### src/rtl/cbuf_pkg.sv
package cbuf_pkg;

  // Write strobes sent from the control to the slot store.
  typedef struct packed {
    logic issueStb;   // clear the slot at the insert position
    logic retireStb;  // clear the slot at the remove position
  } cbufStrobe_t;

endpackage

### src/rtl/cbuf_dpath.sv
module cbuf_dpath
  import cbuf_pkg::*;
#(
  parameter int CAP = 16,
  parameter int TW  = 4,
  parameter int DW  = 32
) (
  input  logic          clk,
  input  logic          rstN,
  input  cbufStrobe_t   strb,
  input  logic [TW-1:0] insSlot,
  input  logic [TW-1:0] remSlot,
  input  logic          putEn,
  input  logic [TW-1:0] putTok,
  input  logic [DW-1:0] putData,
  output logic          headHit,
  output logic [DW-1:0] headData
);

  logic [CAP-1:0] slotVld;
  logic [DW-1:0]  slotDat [CAP];
  logic           putHead;

  // Each slot applies issue, then put, then retire: the last write wins.
  for (genvar i = 0; i < CAP; i++) begin : g_slot
    always_ff @(posedge clk or negedge rstN) begin
      if (!rstN) begin
        slotVld[i] <= 1'b0;
      end else begin
        if (strb.issueStb && insSlot == TW'(i))  slotVld[i] <= 1'b0;
        if (putEn && putTok == TW'(i))           slotVld[i] <= 1'b1;
        if (strb.retireStb && remSlot == TW'(i)) slotVld[i] <= 1'b0;
      end
    end

    always_ff @(posedge clk) begin
      if (putEn && putTok == TW'(i)) slotDat[i] <= putData;
    end
  end

  // A put to the head slot is visible to the reader in the same cycle.
  always_comb begin
    putHead  = putEn && (putTok == remSlot);
    headHit  = putHead || slotVld[remSlot];
    headData = putHead ? putData : slotDat[remSlot];
  end


  put_sets_valid_chk: assert property (@(posedge clk) disable iff (!rstN)
    (putEn && !(strb.retireStb && putTok == remSlot)) |=> slotVld[$past(putTok)]);


  retire_clears_chk: assert property (@(posedge clk) disable iff (!rstN)
    strb.retireStb |=> !slotVld[$past(remSlot)]);

endmodule

### src/rtl/cbuf_ctrl.sv
module cbuf_ctrl
  import cbuf_pkg::*;
#(
  parameter int CAP = 16,
  parameter int TW  = 4,
  parameter int PW  = 5
) (
  input  logic          clk,
  input  logic          rstN,
  input  logic          tokTake,
  input  logic          resTake,
  input  logic          headHit,
  output logic          tokRdy,
  output logic [TW-1:0] tokId,
  output logic          resVld,
  output cbufStrobe_t   strb,
  output logic [TW-1:0] insSlot,
  output logic [TW-1:0] remSlot
);

  localparam logic [PW-1:0] LAST = PW'(CAP - 1);
  localparam logic [PW-1:0] FULL = PW'(CAP);

  logic [PW-1:0] insQ, remQ, cntQ;
  logic          issueFire, retireFire, occupied;

  function automatic logic [PW-1:0] bump(input logic [PW-1:0] p);
    return (p == LAST) ? '0 : p + PW'(1);
  endfunction

  always_comb begin
    occupied   = (cntQ != '0);
    tokRdy     = (cntQ != FULL);
    issueFire  = tokTake && tokRdy;
    // Issue precedes release: on an empty buffer the token issued this
    // cycle is already the head.
    resVld     = headHit && (occupied || issueFire);
    retireFire = resVld && resTake;
    tokId      = insQ[TW-1:0];
    insSlot    = insQ[TW-1:0];
    remSlot    = remQ[TW-1:0];
    strb.issueStb  = issueFire;
    strb.retireStb = retireFire;
  end

  always_ff @(posedge clk or negedge rstN) begin
    if (!rstN) begin
      insQ <= '0;
      remQ <= '0;
      cntQ <= '0;
    end else begin
      if (issueFire)  insQ <= bump(insQ);
      if (retireFire) remQ <= bump(remQ);
      unique case ({issueFire, retireFire})
        2'b10:   cntQ <= cntQ + PW'(1);
        2'b01:   cntQ <= cntQ - PW'(1);
        default: cntQ <= cntQ;
      endcase
    end
  end


  cnt_bound_chk: assert property (@(posedge clk) disable iff (!rstN)
    cntQ <= FULL);


  ins_range_chk: assert property (@(posedge clk) disable iff (!rstN)
    insQ <= LAST);


  full_hold_chk: assert property (@(posedge clk) disable iff (!rstN)
    (cntQ == FULL && tokTake) |=> $stable(insQ));


  swap_keeps_cnt_chk: assert property (@(posedge clk) disable iff (!rstN)
    (issueFire && retireFire) |=> $stable(cntQ));


  retire_dec_chk: assert property (@(posedge clk) disable iff (!rstN)
    (retireFire && !issueFire) |=> cntQ == $past(cntQ) - PW'(1));

endmodule

### src/rtl/inorder_cbuf.sv
module inorder_cbuf
  import cbuf_pkg::*;
#(
  parameter int CAP = 16,
  parameter int DW  = 32,
  localparam int TW = (CAP > 1) ? $clog2(CAP) : 1,
  localparam int PW = TW + 1
) (
  input  logic          clk,
  input  logic          rstN,
  input  logic          tokTake,
  output logic          tokRdy,
  output logic [TW-1:0] tokId,
  input  logic          putEn,
  input  logic [TW-1:0] putTok,
  input  logic [DW-1:0] putData,
  input  logic          resTake,
  output logic          resVld,
  output logic [DW-1:0] resData
);

  cbufStrobe_t   strb;
  logic [TW-1:0] insSlot, remSlot;
  logic          headHit;

  cbuf_ctrl #(.CAP(CAP), .TW(TW), .PW(PW)) u_ctrl (
    .clk     (clk),
    .rstN    (rstN),
    .tokTake (tokTake),
    .resTake (resTake),
    .headHit (headHit),
    .tokRdy  (tokRdy),
    .tokId   (tokId),
    .resVld  (resVld),
    .strb    (strb),
    .insSlot (insSlot),
    .remSlot (remSlot)
  );

  cbuf_dpath #(.CAP(CAP), .TW(TW), .DW(DW)) u_dpath (
    .clk      (clk),
    .rstN     (rstN),
    .strb     (strb),
    .insSlot  (insSlot),
    .remSlot  (remSlot),
    .putEn    (putEn),
    .putTok   (putTok),
    .putData  (putData),
    .headHit  (headHit),
    .headData (resData)
  );

endmodule

### config.mk
export PLATFORM = sky130hd
export DESIGN_NAME = inorder_cbuf
export DESIGN_NICKNAME = d
export VERILOG_FILES = /design/src/rtl/cbuf_pkg.sv /design/src/rtl/cbuf_dpath.sv /design/src/rtl/cbuf_ctrl.sv /design/src/rtl/inorder_cbuf.sv
export SDC_FILE = /design/constraint.sdc
export NUM_CORES = 1
export LEC_CHECK = 0
export BUFFER_PORTS_ARGS = -buffer_cell sky130_fd_sc_hd__buf_4
export CORE_MARGIN = 4
export CORE_UTILIZATION = 30
export DETAILED_ROUTE_END_ITERATION = 10
export HOLD_SLACK_MARGIN = 0.06
export PLACE_DENSITY = 0.57
export SYNTH_ARGS = -nofsm -noshare
export SYNTH_HDL_FRONTEND = slang
export SYNTH_HIERARCHICAL = 1
export SYNTH_SLANG_ARGS = --single-unit
### constraint.sdc
create_clock -name clk -period 4.4 [get_ports clk]
set_clock_uncertainty 0.1 [all_clocks]
set_input_delay 0.44 -clock clk [delete_from_list [all_inputs] [get_ports clk]]
set_output_delay 0.44 -clock clk [all_outputs]
set_load 0.1 [all_outputs]
---- After elaboration in Yosys (flattened, before gate mapping) ----
Memories as Yosys holds them, arrays and structs flattened.
Cells that the tools add are included.
storage, ports and cells
  memories kept ........................... 1
  register bits after elaboration ......... 31
  latch bits .............................. 0
  bits in read-only memories .............. 0
  memory bits (writable) .................. 512
  input bits .............................. 41
operators by class
  $mul .................................... 0
  mux-type cells .......................... 131
  divide/modulo/power cells ............... 0
  shifts and indexed selects .............. 0
  magnitude comparators ................... 1
  bitwise gates (word level) .............. 0
  reductions and logical operators ........ 90
  eq/ne operators ......................... 51
  $add $sub $neg .......................... 4
memory list
  name             depth  width  rd ports  clocked after Yosys merged registers in  write ports  line              RTL
  u_dpath.slotDat  16     32     1         0                                        1            cbuf_dpath.sv:21  logic [DW-1:0] slotDat [CAP];
operators with widths
  kind                   number
  $mux W32               16
  $reduce_or A32 Y1      15
  $eq A4 B4 Y1 const B   24
  $mux W1                96
  $mux W4                15
  $logic_and A1 B1 Y1    52
  $eq A4 B3 Y1 const B   12
  $reduce_bool A3 Y1     16
  $eq A4 B2 Y1 const B   6
  $add A5 B1 Y5 const B  3
  $eq A4 B1 Y1 const B   3
  $logic_not A4 Y1       3
  $eq A5 B4 Y1 const B   2
  $mux W5                2
  $pmux W5 S2            1
  $lt A4 B5 Y1 const B   1
  $ne A5 B5 Y1 const B   1
  $reduce_bool A5 Y1     1
  $sub A5 B1 Y5 const B  1
  $bmux W1 S4            1
  $eq A4 B4 Y1           1
  $eq A2 B1 Y1 const B   1
  $eq A2 B2 Y1 const B   1
  $logic_or A1 B1 Y1     2
  $reduce_bool A2 Y1     1

---- Longest topological paths before layout ----
  depth in word-level cells ............... 20
  depth in mapped cells ................... 17

---- Hierarchy ----
Netlist, hierarchy kept.
by module, submodules not included
  module      area each (sq um)  cells each  seq. area each (sq um)  instances
  cbuf_dpath  20548.5            939         15775.1                 1
  cbuf_ctrl   1003.5             103         375.4                   1

---- Least setup slack after synthesis ----
OpenSTA, ideal clock, no wires.
  kind .................................... flip-flop to flip-flop
  from .................................... reg u_ctrl.remQ[0]
  to ...................................... reg u_ctrl.cntQ[4]
  arrival time ............................ 3.462 ns
  period minus slack after synthesis ...... 3.693 ns
  buffers on the path ..................... 3
  data required time ...................... 4.169 ns
  setup time .............................. 0.131 ns
  slack ................................... 0.707 ns
  cell stages (with the launch flop) ...... 14
  cells stage by stage .................... dfrtp_1 > buf_4 > buf_2 > mux4_2 > mux4_2 > or2_1 > o311a_1 > buf_6 > ha_1 > ha_1 > nor2b_1 > or2_2 > o41ai_1 > o41ai_1
between the ends
  word-level cells in the longest chain between the ends .. 7
ends and longest elaborated chain
  what                                                                  line                                RTL
  start: declaration                                                    cbuf_ctrl.sv:24                     logic [PW-1:0] insQ, remQ, cntQ;
  start signal: assignment                                              cbuf_ctrl.sv:53                     if (retireFire) remQ <= bump(remQ);
  $bmux W1 S4 or $eq A4 B4 Y1 (tied branches)                           cbuf_dpath.sv:44, cbuf_dpath.sv:43
  $mux W1 (not written as such) or $logic_and A1 B1 Y1 (tied branches)  cbuf_dpath.sv:44, cbuf_dpath.sv:43
  $logic_or A1 B1 Y1 *                                                  cbuf_dpath.sv:44                    headHit = putHead || slotVld[remSlot];
  via headHit                                                           inorder_cbuf.sv:24                  logic headHit;
  $logic_and A1 B1 Y1 *                                                 cbuf_ctrl.sv:37                     resVld = headHit && (occupied || issueFire);
  $logic_and A1 B1 Y1 *                                                 cbuf_ctrl.sv:38                     retireFire = resVld && resTake;
  via u_ctrl.retireFire                                                 cbuf_ctrl.sv:25                     logic issueFire, retireFire, occupied;
  $eq A2 B1 Y1 or $eq A2 B2 Y1 (tied branches)                          cbuf_ctrl.sv:54                     unique case ({issueFire, retireFire})
  $pmux W5 S2 or $reduce_bool A2 Y1 (tied branches)                     -
  end signal: assignment                                                cbuf_ctrl.sv:55                     2'b10: cntQ <= cntQ + PW'(1);
  end signal: assignment                                                cbuf_ctrl.sv:56                     2'b01: cntQ <= cntQ - PW'(1);
  end signal: assignment                                                cbuf_ctrl.sv:57                     default: cntQ <= cntQ;
  end: declaration                                                      cbuf_ctrl.sv:24
Mark *: on every way through the listed nets, which the timed path passes. The rest lies on a longest branch. The select of a mux whose other input is x is not followed.
A chain may end at the register's enable or synchronous reset.

---- Final worst setup path ----
  from .................................... reg u_ctrl.remQ[0]
  to ...................................... out resData[22]
between the ends
  word-level cells in the longest chain between the ends .. 3
ends and longest elaborated chain
  what                                                                     line                RTL
  parallel branches: the longest is 2 deep, another holds $mem_v2 Z16 W32  -
  $mux W32 *                                                               cbuf_dpath.sv:45    headData = putHead ? putData : slotDat[remSlot];
  end: declaration                                                         inorder_cbuf.sv:19  output logic [DW-1:0] resData
Every way passes the cells marked *.

==> out/metrics.csv <==
metric,value,unit
final setup violation count,0,
Yosys warnings,6,
WL/cell,24.2,um
share of cells above drive strength 1,0.325,
die height,276,um
IO buf count,78,
"top cells by count, synth","edfxtp_1, mux4_2, a22oi_1",
Comb pwr share,0.407,
CP endpoint kind,output port,
clock transition at the registers of the reported paths,0.07,ns
Synth top area share,0.713,
status,"complete, no violations",
Max VDD drop,0.463,mV
clock sinks,543,
die area,76200,um2
Pint,0.0109,W
Syn Nets,1090,
CTS resizes,0,
CTS buffer count,54,
Placed Area,23400,um2
Seq cells post-synth,543,
fmax,0.259,GHz
largest net degree at the start of global routing,96,
setup TNS,0,ns
worst r2r path cells,10,
remaining antenna violation count,0,
vias,10700,
fin nets,1214,
Die Wd,276,um
first-pass GRT wire length,76600,um
"FFs w/ async S/R, synth",0.0571,
Hold WC Path Type,input port to flop,
Layout area overhead,17.6,%
max_cap viols,0,
"Clk Latency, worst-skew pair",0.57,ns
NetSw,0.00698,W
H-tree Lvls,2,
vias in the first global route,11000,
CTS tree,built,
antenna violations before repair,1,
global route overflow,0,
worst relative slew slack,0.257,
final RePlAce weighted congestion,0.751,
Cell variety after synth,49,
sw frac,0.391,
CP Capture Point,resData[22],
Core Region,71400,um2
largest cells by area after synthesis,"edfxtp_1, mux4_2, dfrtp_1",
RSZ-0062 raised after global routing,false,
slew of the pin with the lowest slew margin,1.11,ns
R2R Setup Slk,0.82,ns
HPWL Detailed,27900,um
Worst Path Required,3.86,ns
PwrDens,705,nW/um2
Post-synth EDFFs,512,
I/O pin total,79,
WL final,52300,um
CP max FO,95,
final period utilization,0.877,
leading area contributor after synthesis,edfxtp_1,
sequential share of power,0.343,
row cnt,98,
Netlist Area Pre-Place,21600,um2
ys flop type,edfxtp_1,
Final Cell Area,25300,um2
Initial Utilization,0.302,
critical path type,flop to output port,
root buf cell,clkbuf_16,
router iterations before antenna repair,5,
vias per cell,4.96,
Clk pwr share,0.250,
"Slew Viols, Final",0,
final worst path period need,3.86,ns
worst r2r src,u_ctrl/remQ[0],
Iter 0 DRT Violations,1143,
R2R Path End,u_ctrl/cntQ[4],
crit path launch type,flop,
gr usage total,0.133,
Syn Area/Cell,20.7,um2
Critical Path AT,3.32,ns
final hold violations,0,
register area share after synthesis,0.749,
Setup crit start,u_ctrl/remQ[0],
"count leader, synth",edfxtp_1,
Leakage,8.23,nW
Max clock buf depth,3,
DRC Markers,0,
Synth Instances,1042,
[cells in the final DEF, fill, tap and decap left out, drive strengths merged, types with 5 or more instances in the layout]
master,n
bufinv,5
o21ai,14
clkbuf,61
mux2,32
clkinv,32
ha,6
dlygate4sd3,23
a22oi,68
buf,113
a21oi,11
inv,15
o21a,11
nand2,54
xor2,5
nor2,21
dfrtp,31
nor2b,5
mux4,134
edfxtp,512
[sequential cells by signal (all words and copies together), names as in the netlist]
register	flops
u_ctrl/cntQ	5
u_ctrl/insQ	5
u_ctrl/remQ	5
u_dpath/slotDat	512
u_dpath/slotVld	16
[cell families after synthesis]
| group | count (synthesis) | share of synthesized area |
|---|---|---|
| flops | 543 | 0.749 |
| mux | 169 | 0.158 |
| compound gates | 116 | 0.0388 |
| simple gates | 116 | 0.0262 |
| buf+inv | 82 | 0.0194 |
| xor+xnor | 9 | 0.00366 |
| fa+ha+maj | 7 | 0.00441 |
[metal layers]
metal / GRT usage / vias up / part of all wire
met5: 0 / - / 0
met4: 0.0303 / 0 / 0.019
met3: 0.0182 / 65 / 0.050
met2: 0.221 / 341 / 0.49
met1: 0.189 / 5746 / 0.44
li1: - / 4561 / -
[worst min path at each step]
stage	start	end	slack, ns	depth (start not counted)
after global routing	putData[24]	u_dpath/slotDat[10][24]	0.08	1
after detailed placement	rstN	u_ctrl/insQ[4]	0.31	1
after floorplan	rstN	u_ctrl/cntQ[0]	0.04	0
after global placement	rstN	u_ctrl/insQ[3]	0.30	1
final	putData[12]	u_dpath/slotDat[8][12]	0.08	1
after CTS	putData[12]	u_dpath/slotDat[8][12]	0.06	1
[what timing repair did]
action / 4_1_cts / 5_1_grt
hold buffers: 23 / 0
setup buffers: 0 / 0
endpoints found under the setup margin: 0 / 0
endpoints found under the hold margin: 319 / 0
[layout make-up]
class                   instances  area, um2
diodes                          1       2.50
clock buffers                  61       1400
clock inverters                39        319
fillers                      6593      46000
inverters                      14       52.6
multi-input cells             417       5080
flip-flops and latches        543      16200
well taps                     950       1190
repair buffers                136       1140
[per-stage QoR]
stage | power (W) | setup WS (ns) | hold slack, ns | utilization | instances
floorplan | 0.0119 | 0.707 | 0.0444 | - | 1042
global route | 0.0186 | 0.345 | 0.0762 | 0.355 | 2160
global placement | 0.0135 | 0.884 | 0.300 | 0.328 | 2037
CTS | 0.0181 | 0.402 | 0.0602 | 0.355 | 2160
detailed placement | 0.0136 | 0.840 | 0.307 | 0.328 | 2037
finish | 0.0179 | 0.540 | 0.0754 | 0.355 | 2161
[critical path, cell delays in order, from the launching register on]
cell and delay (ns):
dfrtp_4 0.51, buf_12 0.54, mux4_2 0.60, mux4_2 0.46, mux2_2 0.30, buf_4 0.24
[power by group through the flow]
| stage | Clock (W) | Combinational, W | Sequential (W) |
|---|---|---|---|
| 5_1_grt | 0.00480 | 0.00768 | 0.00615 |
| 3_5_place_dp | 0 | 0.00735 | 0.00622 |
| 4_1_cts | 0.00458 | 0.00739 | 0.00612 |
| 2_1_floorplan | 0 | 0.00578 | 0.00611 |
| 3_3_place_gp | 0 | 0.00733 | 0.00621 |
| 6_report | 0.00447 | 0.00727 | 0.00612 |
Note: power is estimated with default switching activity, not from simulation.
